**src/rtl/chop_pkg.sv**
```systemverilog
package chop_pkg;

    typedef enum logic [2:0] {
        PH_IDLE  = 3'd0,
        PH_DEAD  = 3'd1,
        PH_DRIVE = 3'd2,
        PH_FAST  = 3'd3,
        PH_SLOW  = 3'd4
    } phase_e;

    // bit positions inside the four-switch gate vector
    localparam int G_HA = 3;
    localparam int G_LA = 2;
    localparam int G_HB = 1;
    localparam int G_LB = 0;

endpackage

```
**src/rtl/chop_cnt.sv**
```systemverilog
module chop_cnt #(
    parameter int W = 8
) (
    input  logic         clk,
    input  logic         rst_n,
    input  logic         load_i,
    input  logic [W-1:0] val_i,
    input  logic         dec_i,
    output logic [W-1:0] cnt_o
);
    logic [W-1:0] cnt_d, cnt_q;

    always_comb begin
        cnt_d = cnt_q;
        if (load_i)
            cnt_d = val_i;
        else if (dec_i && cnt_q != '0)
            cnt_d = cnt_q - W'(1);
    end

    always_ff @(posedge clk or negedge rst_n) begin
        if (!rst_n) cnt_q <= '0;
        else        cnt_q <= cnt_d;
    end

    assign cnt_o = cnt_q;
endmodule

```
**src/rtl/chop_pattern.sv**
```systemverilog
module chop_pattern
    import chop_pkg::*;
(
    input  phase_e     ph_i,
    input  logic       pol_i,
    output logic [3:0] gate_o
);
    always_comb begin
        gate_o = '0;
        case (ph_i)
            PH_DRIVE: begin
                gate_o[pol_i ? G_HA : G_HB] = 1'b1;
                gate_o[pol_i ? G_LB : G_LA] = 1'b1;
            end
            PH_FAST: begin
                gate_o[pol_i ? G_HB : G_HA] = 1'b1;
                gate_o[pol_i ? G_LA : G_LB] = 1'b1;
            end
            PH_SLOW: begin
                gate_o[G_LA] = 1'b1;
                gate_o[G_LB] = 1'b1;
            end
            default: gate_o = '0;
        endcase
    end
endmodule

```
**src/rtl/chop_ctrl.sv**
```systemverilog
module chop_ctrl
    import chop_pkg::*;
#(
    parameter int OFF_CYC   = 6000,
    parameter int BLANK_CYC = 200,
    parameter int DEAD_CYC  = 95
) (
    input  logic clk,
    input  logic rst_n,
    input  logic en_i,
    input  logic fault_i,
    input  logic trip_i,
    input  logic mixed_i,
    input  logic pol_i,
    output logic hs_a_o,
    output logic ls_a_o,
    output logic hs_b_o,
    output logic ls_b_o
);
    localparam int FAST_CYC = (OFF_CYC * 5) / 16;
    localparam int OFF_W    = $clog2(OFF_CYC + 2);
    localparam int BLK_W    = $clog2(BLANK_CYC + 2);
    localparam int DT_W     = $clog2(DEAD_CYC + 2);
    localparam logic [OFF_W-1:0] SLOW_MARK = OFF_W'(OFF_CYC - FAST_CYC);

    typedef struct packed {
        phase_e          ph;
        phase_e          nxt;
        logic [DT_W-1:0] dcnt;
        logic [3:0]      gate;
        logic            pol;
    } ctl_t;

    ctl_t q, d;

    logic             abort;
    logic             go;
    phase_e           tgt_ph;
    logic             tgt_pol;
    logic [3:0]       tgt_gate;
    logic             off_ld, blk_ld, off_run;
    logic [OFF_W-1:0] off_cnt;
    logic [BLK_W-1:0] blk_cnt;

    assign abort   = !en_i || fault_i;
    assign off_run = (q.ph == PH_DEAD) || (q.ph == PH_FAST) || (q.ph == PH_SLOW);

    chop_cnt #(.W(OFF_W)) u_off (
        .clk    (clk),
        .rst_n  (rst_n),
        .load_i (off_ld),
        .val_i  (OFF_W'(OFF_CYC - 1)),
        .dec_i  (off_run),
        .cnt_o  (off_cnt)
    );

    chop_cnt #(.W(BLK_W)) u_blank (
        .clk    (clk),
        .rst_n  (rst_n),
        .load_i (blk_ld),
        .val_i  (BLK_W'(BLANK_CYC)),
        .dec_i  (q.ph == PH_DRIVE),
        .cnt_o  (blk_cnt)
    );

    // which pattern comes next, and whether a change is requested
    always_comb begin
        go      = 1'b0;
        tgt_ph  = PH_DRIVE;
        tgt_pol = q.pol;
        case (q.ph)
            PH_IDLE: begin
                go      = 1'b1;
                tgt_pol = pol_i;
            end
            PH_DEAD: tgt_ph = q.nxt;
            PH_DRIVE: begin
                go     = trip_i && (blk_cnt == '0);
                tgt_ph = mixed_i ? PH_FAST : PH_SLOW;
            end
            PH_FAST: begin
                if (off_cnt == '0) begin
                    go      = 1'b1;
                    tgt_pol = pol_i;
                end else if (off_cnt == SLOW_MARK) begin
                    go     = 1'b1;
                    tgt_ph = PH_SLOW;
                end
            end
            PH_SLOW: begin
                go      = (off_cnt == '0);
                tgt_pol = pol_i;
            end
            default: go = 1'b0;
        endcase
    end

    chop_pattern u_pat (
        .ph_i   (tgt_ph),
        .pol_i  (tgt_pol),
        .gate_o (tgt_gate)
    );

    always_comb begin
        d      = q;
        off_ld = 1'b0;
        blk_ld = 1'b0;
        if (abort) begin
            d.ph   = PH_IDLE;
            d.gate = '0;
        end else if (q.ph == PH_DEAD) begin
            if (q.dcnt == '0) begin
                d.ph   = q.nxt;
                d.gate = tgt_gate;
                blk_ld = (q.nxt == PH_DRIVE);
            end else begin
                d.dcnt = q.dcnt - DT_W'(1);
            end
        end else if (go) begin
            d.ph   = PH_DEAD;
            d.nxt  = tgt_ph;
            d.dcnt = DT_W'(DEAD_CYC - 1);
            d.gate = q.gate & tgt_gate;
            d.pol  = tgt_pol;
            off_ld = (q.ph == PH_DRIVE);
        end
    end

    always_ff @(posedge clk or negedge rst_n) begin
        if (!rst_n) begin
            q.ph   <= PH_IDLE;
            q.nxt  <= PH_IDLE;
            q.dcnt <= '0;
            q.gate <= '0;
            q.pol  <= 1'b0;
        end else begin
            q <= d;
        end
    end

    assign hs_a_o = q.gate[G_HA];
    assign ls_a_o = q.gate[G_LA];
    assign hs_b_o = q.gate[G_HB];
    assign ls_b_o = q.gate[G_LB];

    // leg exclusivity
    p_leg_a_excl_r7: assert property (@(posedge clk) disable iff (!rst_n)
        !(hs_a_o && ls_a_o));
    p_leg_b_excl_r7: assert property (@(posedge clk) disable iff (!rst_n)
        !(hs_b_o && ls_b_o));

    // a switch only turns on after its partner was off
    p_gap_ha_r6: assert property (@(posedge clk) disable iff (!rst_n)
        $rose(hs_a_o) |-> $past(!ls_a_o));
    p_gap_la_r6: assert property (@(posedge clk) disable iff (!rst_n)
        $rose(ls_a_o) |-> $past(!hs_a_o));
    p_gap_hb_r6: assert property (@(posedge clk) disable iff (!rst_n)
        $rose(hs_b_o) |-> $past(!ls_b_o));
    p_gap_lb_r6: assert property (@(posedge clk) disable iff (!rst_n)
        $rose(ls_b_o) |-> $past(!hs_b_o));

    // shutdown on fault or disable
    p_abort_off_r8: assert property (@(posedge clk) disable iff (!rst_n)
        (fault_i || !en_i) |=> (!hs_a_o && !ls_a_o && !hs_b_o && !ls_b_o));

    // blanking armed at every drive entry and holds drive while running
    p_blank_arm_r3: assert property (@(posedge clk) disable iff (!rst_n)
        (q.ph == PH_DRIVE && $past(q.ph) != PH_DRIVE) |-> blk_cnt == BLK_W'(BLANK_CYC));
    p_blank_hold_r3: assert property (@(posedge clk) disable iff (!rst_n)
        (q.ph == PH_DRIVE && blk_cnt != '0 && !abort) |=> q.ph == PH_DRIVE);

    // slow decay never uses a high side
    p_slow_low_only_r4: assert property (@(posedge clk) disable iff (!rst_n)
        (q.ph == PH_SLOW) |-> (!hs_a_o && !hs_b_o && ls_a_o && ls_b_o));

endmodule

```
**config.mk**
```make
export PLATFORM = sky130hd
export DESIGN_NAME = chop_ctrl
export DESIGN_NICKNAME = d
export VERILOG_FILES = /design/src/rtl/chop_pkg.sv /design/src/rtl/chop_cnt.sv /design/src/rtl/chop_pattern.sv /design/src/rtl/chop_ctrl.sv
export SDC_FILE = /design/constraint.sdc
export NUM_CORES = 1
export LEC_CHECK = 0
export BUFFER_PORTS_ARGS = -buffer_cell sky130_fd_sc_hd__buf_2
export CORE_ASPECT_RATIO = 0.6
export CORE_MARGIN = 3
export CORE_UTILIZATION = 35
export CTS_BUF_LIST = sky130_fd_sc_hd__clkbuf_2
export DETAILED_ROUTE_END_ITERATION = 6
export PLACE_DENSITY = 0.51
export SETUP_SLACK_MARGIN = 0.1
export SLEW_MARGIN = 20
export SYNTH_ARGS = -nofsm -noshare
export SYNTH_HDL_FRONTEND = slang
export SYNTH_SLANG_ARGS = --single-unit
export TNS_END_PERCENT = 50
```
**constraint.sdc**
```tcl
create_clock -name clk -period 4.4 [get_ports clk]
set_input_delay 0.22 -clock clk [delete_from_list [all_inputs] [get_ports clk]]
set_output_delay 0.22 -clock clk [all_outputs]
set_load 0.01 [all_outputs]
```
==> results of run 1 <==
cell usage after synthesis (all sizes together), types with 2 or more instances:
| cell type | count |
|---|---|
| nor3 | 9 |
| nor4 | 5 |
| nand3b | 3 |
| nand2b | 5 |
| nor2 | 21 |
| nand4b | 2 |
| o211ai | 2 |
| o22a | 3 |
| nand3 | 8 |
| nand2 | 27 |
| or3 | 5 |
| nand4 | 2 |
| and4 | 3 |
| buf | 6 |
| nor4b | 2 |
| o31ai | 4 |
| a211o | 3 |
| inv | 9 |
| nor2b | 4 |
| o22ai | 2 |
| a21oi | 7 |
| and3b | 2 |
| xor2 | 7 |
| xnor2 | 8 |
| nor3b | 9 |
| dfrtp | 39 |
| a31oi | 3 |
| a21o | 3 |
| o21ai | 17 |
| and4b | 2 |
| ha | 5 |
| and2 | 7 |
| a21boi | 3 |
| clkbuf | 2 |
| a32o | 2 |
path summary, 6_finish.rpt:
| path | depth (start not counted) | slack (ns) | startpoint | to |
|---|---|---|---|---|
| setup / recovery | 8 | 1.89 | u_blank.cnt_o[0] | u_off.cnt_o[7] |
| max in group asynchronous | 2 | 3.41 | rst_n | u_off.cnt_o[12] |
| hold / removal | 2 | 0.06 | pol_i | q[0] |
| setup reg to reg | 8 | 1.89 | u_blank.cnt_o[0] | u_off.cnt_o[7] |
| min in group asynchronous | 2 | 0.41 | rst_n | u_blank.cnt_o[3] |
| hold reg to reg | 1 | 0.54 | ls_b_o | ls_b_o |
flip-flops by register name, summed over array words and instances (netlist names):
register and cells:
u_off.cnt_o 13, hs_a_o 1, hs_b_o 1, ls_b_o 1, u_blank.cnt_o 8, ls_a_o 1
q 14
logic make-up (layout without fill, tap and decap cells):
kind of cell / count (synthesis) / count (layout)
and+or+nand+nor: 120 / 120
muxes: 2 / 2
buffers and inverters: 17 / 28
AOI/OAI and AO/OA: 55 / 55
xor gates and xnor gates: 15 / 15
DFF: 39 / 39
adders and majority gates: 5 / 5
worst max-delay path, stage by stage (launching register included):
cell and delay, ns:
dfrtp_1 0.44, inv_1 0.11, ha_1 0.15, nor3b_1 0.38
nand4_1 0.29, a21boi_0 0.25, nand2_1 0.12, nand3_1 0.37
and2_1 0.30
power by group through the flow:
stage / Combinational (mW) / Sequential, mW / Clock [mW]
after floorplan: 0.151 / 0.460 / 0
after global placement: 0.176 / 0.489 / 0
after detailed placement: 0.177 / 0.486 / 0
after CTS: 0.179 / 0.480 / 0.296
after global routing: 0.206 / 0.492 / 0.315
final: 0.175 / 0.480 / 0.286
layout make-up:
class	instances	share of cell area [%]
inverters	9	1.29
clock inverters	3	2.58
flip-flops and latches	39	37.2
multi-input cells	197	51.7
well taps	84	4.01
repair buffers	11	2.29
clock buffers	5	0.954
layer usage:
| layer | share of wire, % | global-route usage (%) |
|---|---|---|
| met5 | 0 | 0 |
| met4 | 0.55 | 3.20 |
| met3 | 5.4 | 4.16 |
| met2 | 36 | 17.8 |
| met1 | 58 | 25.2 |
==> results.yml, run 1 <==
critical_path:
  crit_type: "register to register"
  worstPathRequired_ns: 4.74
  cp.arrival_ns: 2.84
  cp-start-kind: "register"
  end_kind: "register"
  critPathMaxFanout: 13
die:
  die_area_um2: 7960
  row_count: 22
  coreArea_um2: 6390
  fp.dieH_um: 70.3
  fp.dieW_um: 113
  start_util_pct: 37.8
  io-pin-count: 11
sta:
  tightest_slew_ns: 0.907
  finalSetupTns_ns: 0
  setup_ws_ns: 1.89
  maxSlewViolCount: 0
  max_freq_mhz: 399
  period_share_pct: 57.0
  finalCriticalPeriod_ns: 2.51
  fin_worst_skew_ns: 0.0193
  whs_ns: 0.0645
  hold_violations: 0
  relSlewSlack_pct: 39.5
  final-setup-viol-count: 0
  rsz0062_at_grt: "false"
run_status:
  status: "finished, final reports clean"
detailed_routing:
  wl_mm: 5.42
  vias: 1873
  dr.pass1.iters: 4
  drc: 0
  wl_per_cell_um: 15.6
  drtIter0Drc: 157
  routed_via_density: 5.38
  ant_nets: 0
pwr:
  pwr_density_cell_nw_per_um2: 359
  internal_power_mw: 0.644
  vdd_drop_max_uv: 166
  seq_power_share_pct: 51.0
  clkPwrFrac_pct: 30.4
  power_mw: 0.942
  switching_share_pct: 31.7
  p_sw_mw: 0.298
  leakage_nw: 1.07
  p_comb_share_pct: 18.6
cts:
  root_buffer: "clkbuf_2"
  clk_latency_ns: 0.43
  clockBufferDepth: 2
  cts_setup_buffers: 0
  cts.repair.resized: 0
  cts_tree: "built"
  clkTransAtPathRegs_ns: 0.23
  cts_max_level: 2
  cts_buffers: 5
  hold_buffers: 1
  cts_sinks: 39
final_layout:
  design_area_um2: 2620
  mostFrequentLayoutCells: "dfrtp_1 (39), nand2_1 (27), nor2_1 (19)"
  fillers: 638
  fin_nets: 275
  layout-drive-gt1-share_pct: 12.9
  area_delta_synth_final_pct: 8.77
  insertedDiodeCount: 0
  ff_latch_area_um2: 976
  layout_commonest_cell: "dfrtp_1"
  final_util_pct: 41.1
  stdcell_count: 348
  multi_input_area_um2: 1360
placement:
  post-place-cells: 339
  port_buffers: 10
  hpwl_mm: 3.93
  placed_area_um2: 2520
  detailedPlace.worstSlack_ns: 1.89
  place_congestion: 0.773
synthesis:
  synth_xor_area_share_pct: 5.45
  synth_top_family_by_area: "simple AND/OR/NAND/NOR gates"
  ys_seq_area_share_pct: 40.5
  synth_compound_area_share_pct: 16.6
  synth_mux_area_share_pct: 0.882
  synth_cells: 253
  yosysWarnings: 0
  yosys.area.top_type: "dfrtp_1"
  synth_simple_gate_area_share_pct: 30.7
  synth.net_count: 265
  synth_top_area_share_pct: 40.5
  synth.cell_area_um2: 2410
  synth_edf_count: 0
  ys_async_sr_fraction_pct: 100
  synthTopCellsByArea: "dfrtp_1 (40%), nand2_1 (4.2%), nor2_1 (3.0%), xnor2_1 (2.9%), o21ai_0 (2.7%)"
  syn_avg_cell_area_um2: 9.53
  ys.flop_type: "dfrtp_1"
  synth.ff_latch_count: 39
  synth.distinct_cells: 63
  synth-adder-area-share_pct: 2.59
run:
  cap_violations: 0
min_path:
  hold_path_class: "input pin to register"
global_routing:
  grt_first_pass_wirelength_mm: 9.41
  antenna_found_initial: 0
  grt_max_degree: 40
  grt_pass1_vias: 1748
  grt_overflow: 0
  grtUsageTotal_pct: 14.9
Power figures use the tool's default switching activity.
==> inputs of run 2 (changes only) <==
Clock period 4.4 ns to 2.36 ns, I/O delays scaled along.
==> results.yml, run 2 (synthesis gave the netlist of run 1 again) <==
die:
  fp.dieW_um: 113
  start_util_pct: 37.8
  die_area_um2: 7960
  row_count: 22
  fp.dieH_um: 70.3
  io-pin-count: 11
  coreArea_um2: 6390
critical_path:
  cp-startpoint: "u_off.cnt_o[0]"
  max_stage_delay_ns: 0.45
  r2r-start: "u_off.cnt_o[0]"
  critPathTopFamily: "simple AND/OR/NAND/NOR gates"
  cp_cell_sequence: "ha_1, and4b_1, and4_1, o21bai_2, nor3b_2, nor4bb_1, a211o_1"
  cp-start-kind: "register"
  critPathMaxFanout: 6
  worstPathRequired_ns: 2.64
  cp.arrival_ns: 2.47
  end_kind: "register"
  critPathBufInv: 0
  slowest_stage: "dfrtp_1"
  crit_type: "register to register"
cts:
  clk_latency_ns: 0.38
  clkTransAtPathRegs_ns: 0.20
  cts_sinks: 39
  root_buffer: "clkbuf_2"
  cts_buffers: 5
  cts_max_level: 2
  clockBufferDepth: 2
  cts_tree: "built"
min_path:
  min_from: "mixed_i"
  hold_path_class: "input pin to register"
detailed_routing:
  dr.pass1.iters: 4
  highest_layer: "met4"
  wl_per_cell_um: 15.6
  met3_length_um: 255
  drtIter0Drc: 168
  wl_mm: 5.73
  dr_wl_met2_mm: 2.09
  drc: 0
  ant_nets: 0
  vias: 1925
  routed_via_density: 5.23
  m1WireLength_mm: 3.37
final_layout:
  insertedDiodeCount: 0
  fin_nets: 295
  mostFrequentLayoutCells: "dfrtp_1 (38), nand2_1 (27), nor2_1 (19), buf_4 (19), o21ai_0 (13)"
  layout-drive-gt1-share_pct: 20.4
  regMostFlops: "q"
  area_delta_synth_final_pct: 15.1
  largest_reg_flops: 14
  final_util_pct: 43.5
  layout_commonest_cell: "dfrtp_1"
global_routing:
  grt_pass1_vias: 1742
  grt_overflow: 0
  grt_first_pass_wirelength_mm: 9.38
  grtUsageTotal_pct: 14.8
  grt_max_degree: 40
  antenna_found_initial: 0
pwr:
  leakage_nw: 1.16
  power_mw: 1.69
  pwr_density_cell_nw_per_um2: 609
  internal_power_mw: 1.14
  p_comb_share_pct: 23.6
  vdd_drop_max_uv: 240
  p_sw_mw: 0.555
  switching_share_pct: 32.8
  clkPwrFrac_pct: 23.5
  seq_power_share_pct: 52.9
sta:
  rsz0062_at_grt: "true"
  fin_worst_skew_ns: 0.0162
  whs_ns: 0.211
  period_share_pct: 92.7
  maxSlewViolCount: 0
  finalCriticalPeriod_ns: 2.19
  hold_violations: 0
  tightest_slew_ns: 0.907
  relSlewSlack_pct: 39.5
  finalSetupTns_ns: 0
  final-setup-viol-count: 0
  setup_ws_ns: 0.172
  max_freq_mhz: 457
placement:
  hpwl_mm: 4.26
  port_buffers: 10
  place_congestion: 0.819
  detailedPlace.worstSlack_ns: 0.135
run_status:
  status: "finished, final reports clean"
run:
  cap_violations: 0
## run 2: cell count changes in the layout (fill, tap and decap cells not counted), sizes merged
cell         change
dlygate4sd3      +1
bufinv           -1
clkinv           +2
buf             +19
clkinvlp         -1
## run 2: per-stage QoR
step / instance area (µm²) / cells
2_1_floorplan: 2410 / 253
3_3_place_gp: 2650 / 356
3_5_place_dp: 2650 / 356
4_1_cts: 2740 / 366
5_1_grt: 2780 / 368
6_report: 2780 / 368
## run 2: final cells by class
cell class | instances | area (µm²)
clock inverters | 3 | 38.8
multi-input cells | 197 | 1390
inverters | 9 | 33.8
well taps | 84 | 105
fillers | 638 | 3610
clock buffers | 5 | 25.0
repair buffers | 31 | 213
flip-flops and latches | 39 | 977
## run 2: timing repair
| action | CTS | global route |
|---|---|---|
| pin swaps | 0 | 1 |
| cloned | 0 | 0 |
| setup buffers | 0 | 2 |
| resized for setup | 1 | 6 |
| endpoints found under the setup margin | 2 | 18 |
| hold endpoints to repair | 40 | 0 |
| hold buffers | 2 | 0 |
## run 2: power by group through the flow
stage / registers (mW) / logic, mW / clock network, mW
3_3_place_gp: 0.903 / 0.371 / 0
5_1_grt: 0.913 / 0.468 / 0.444
2_1_floorplan: 0.858 / 0.281 / 0
6_report: 0.895 / 0.398 / 0.398
3_5_place_dp: 0.900 / 0.376 / 0
4_1_cts: 0.890 / 0.382 / 0.417
## run 2: worst register-to-register path, cell delays in order (launching register included)
cell,delay (ns)
dfrtp_1,0.45
ha_1,0.22
and4b_1,0.20
and4_1,0.22
o21bai_2,0.22
nor3b_2,0.44
nor4bb_1,0.12
a211o_1,0.24
## run 2: worst paths after layout
path | slack, ns | endpoint | cells past startpoint
max in group asynchronous | 1.39 | q[15] | 2
setup / recovery | 0.17 | hs_a_o | 7
min in group asynchronous | 0.36 | u_blank.cnt_o[7] | 2
hold reg to reg | 0.54 | q[11] | 2
setup reg to reg | 0.17 | hs_a_o | 7
hold / removal | 0.21 | q[12] | 5
## run 2: per-layer routing
metal  vias up  global-route usage, %
met5         -                      0
met4         0                   2.80
met3         2                   3.38
met2        39                   18.2
met1       907                   25.1
li1        977                      -
==> inputs of run 3 (changes only) <==
Settings changed: SYNTH_HIERARCHICAL from default to 1.
==> results.yml, run 3 <==
min_path:
  hold_path_class: "input pin to register"
sta:
  finalCriticalPeriod_ns: 2.40
  tightest_slew_ns: 0.914
  relSlewSlack_pct: 39.1
  rsz0062_at_grt: "true"
  final-setup-viol-count: 5
  fin_worst_skew_ns: 0.0166
  max_freq_mhz: 416
  period_share_pct: 102
  maxSlewViolCount: 0
  setup_ws_ns: -0.0437
  hold_violations: 0
  finalSetupTns_ns: -0.133
cts:
  cts_buffers: 5
  cts_tree: "built"
  clkTransAtPathRegs_ns: 0.20
  cts_sinks: 39
  clockBufferDepth: 2
  clk_latency_ns: 0.37
  root_buffer: "clkbuf_2"
  cts_max_level: 2
global_routing:
  antenna_found_initial: 0
  grt_pass1_vias: 2143
  use_met3_pct: 2.85
  grt_overflow: 0
  grt_first_pass_wirelength_mm: 11.4
  gr-usage-met1_pct: 27.2
  busiest_layer: "met1"
  grt_max_degree: 40
  grtUsageTotal_pct: 16.3
  grt_util_met2_pct: 21.3
detailed_routing:
  drtIter0Drc: 155
  routed_via_density: 5.19
  wl_mm: 7.13
  ant_nets: 0
  wl_per_cell_um: 15.1
  dr.pass1.iters: 4
  vias: 2448
  drc: 0
synthesis:
  yosys.area.top_type: "dfrtp_1"
  synth_common_cells: "dfrtp_1 (39), nand2_1 (29), nor2_1 (21)"
  synth_xor_area_share_pct: 1.64
  yosysWarnings: 6
  synth.distinct_cells: 76
  synth.cell_area_um2: 2680
  synth_mux_area_share_pct: 4.77
  ys.flop_type: "dfrtp_1"
  synth.ff_latch_count: 39
  synth_top_area_share_pct: 36.5
  synth_edf_count: 0
  synth_compound_area_share_pct: 22.1
  synth_top_family_by_area: "simple AND/OR/NAND/NOR gates"
  ys_async_sr_fraction_pct: 100
  synth.most_common_cell: "dfrtp_1"
  synthTopCellsByArea: "dfrtp_1 (36%), nand2_1 (4.1%), nor2_1 (2.9%), ha_1 (2.8%), mux2i_1 (2.2%)"
  ys_seq_area_share_pct: 36.5
  synth-adder-area-share_pct: 2.81
  syn_avg_cell_area_um2: 9.29
  synth_simple_gate_area_share_pct: 28.3
  synth_cells: 288
die:
  coreArea_um2: 7330
  row_count: 24
  start_util_pct: 36.5
  fp.dieW_um: 119
  io-pin-count: 11
  fp.dieH_um: 73.7
  die_area_um2: 8770
placement:
  detailedPlace.worstSlack_ns: -0.0519
  post-place-cells: 452
  port_buffers: 10
  hpwl_mm: 5.09
  place_congestion: 0.810
pwr:
  switching_share_pct: 36.4
  p_sw_mw: 0.612
  clkPwrFrac_pct: 16.6
  vdd_drop_max_uv: 185
  leakage_nw: 1.38
  pwr_density_cell_nw_per_um2: 490
  internal_power_mw: 1.07
  p_comb_share_pct: 34.8
  seq_power_share_pct: 48.6
final_layout:
  fin_nets: 382
  insertedDiodeCount: 0
  largest_reg_flops: 14
  layout_commonest_cell: "buf_4"
  mostFrequentLayoutCells: "buf_4 (54), dfrtp_1 (39), nand2_1 (28)"
  area_delta_synth_final_pct: 28.2
  layout-drive-gt1-share_pct: 30.7
  regMostFlops: "q"
  stdcell_count: 472
critical_path:
  cp.arrival_ns: 2.68
  cp-start-kind: "register"
  critPathMaxFanout: 3
  crit_type: "register to register"
  end_kind: "register"
  worstPathRequired_ns: 2.64
run_status:
  status: "finished with violations"
  violations: "negative setup slack"
run:
  cap_violations: 0
[run 3: cell type report]
class	instances	area, µm²
Multi-Input combinational cell	245	1770
Timing Repair Buffer	66	475
Sequential cell	39	976
Inverter	12	48.8
Clock buffer	6	30.0
Fill cell	718	3890
Tap cell	104	130
[run 3: path summary, 6_finish.rpt]
path	from	end	slack, ns	depth (start not counted)
max	u_off/cnt_o[9]	hs_b_o	-0.04	7
min	fault_i	ls_b_o	0.15	3
max reg2reg	u_off/cnt_o[9]	hs_b_o	-0.04	7
min reg2reg	q[0]	q[0]	0.54	1
max in group asynchronous	rst_n	u_off/cnt_o[0]	1.40	2
min in group asynchronous	rst_n	ls_b_o	0.39	2
[run 3: cells by family (layout without fill, tap and decap cells)]
| family | count (synthesis) | in the layout |
|---|---|---|
| xor gates and xnor gates | 5 | 5 |
| buffers and inverters | 23 | 84 |
| other | 2 | 21 |
| adders and majority gates | 6 | 6 |
| and+or+nand+nor | 126 | 126 |
| AOI/OAI and AO/OA | 75 | 75 |
| muxes | 12 | 12 |
| DFF | 39 | 39 |
[run 3: power by group through the flow]
stage               Combinational, mW  Sequential, mW  Clock [mW]
finish                          0.585           0.816       0.279
detailed placement              0.525           0.831           0
global placement                0.518           0.826           0
CTS                             0.557           0.814       0.298
floorplan                       0.302           0.856           0
global route                    0.642           0.831       0.323
[run 3: per-stage QoR]
step	area [µm²]	total power, mW	hold slack, ns	util, %
finish	3430	1.68	0.149	46.8
global placement	3190	1.34	0.300	43.6
detailed placement	3190	1.36	0.305	43.6
floorplan	2760	1.16	-0.178	-
global route	3430	1.80	0.149	46.8
CTS	3300	1.67	0.0989	45.0
[run 3: what timing repair did]
| item | in CTS | in global routing |
|---|---|---|
| buffers inserted | 3 | 9 |
| pin swaps | 6 | 4 |
| endpoints found under the setup margin | 10 | 27 |
| hold buffers | 2 | 0 |
| resized for setup | 7 | 16 |
| endpoints found under the hold margin | 40 | 0 |
[run 3: layer usage]
| layer | vias up | part of all wire (%) |
|---|---|---|
| met5 | - | 0 |
| met4 | 0 | 0.35 |
| met3 | 2 | 5.5 |
| met2 | 74 | 40 |
| met1 | 1138 | 54 |
| li1 | 1234 | - |
[run 3: worst max-delay path, stage by stage (launching register included)]
cell and delay [ns]:
dfrtp_1 0.41, or4_4 0.58, or2_4 0.30, o22a_1 0.22, mux2_4 0.35, xor2_2 0.17, nor2_1 0.08, o221a_2 0.22
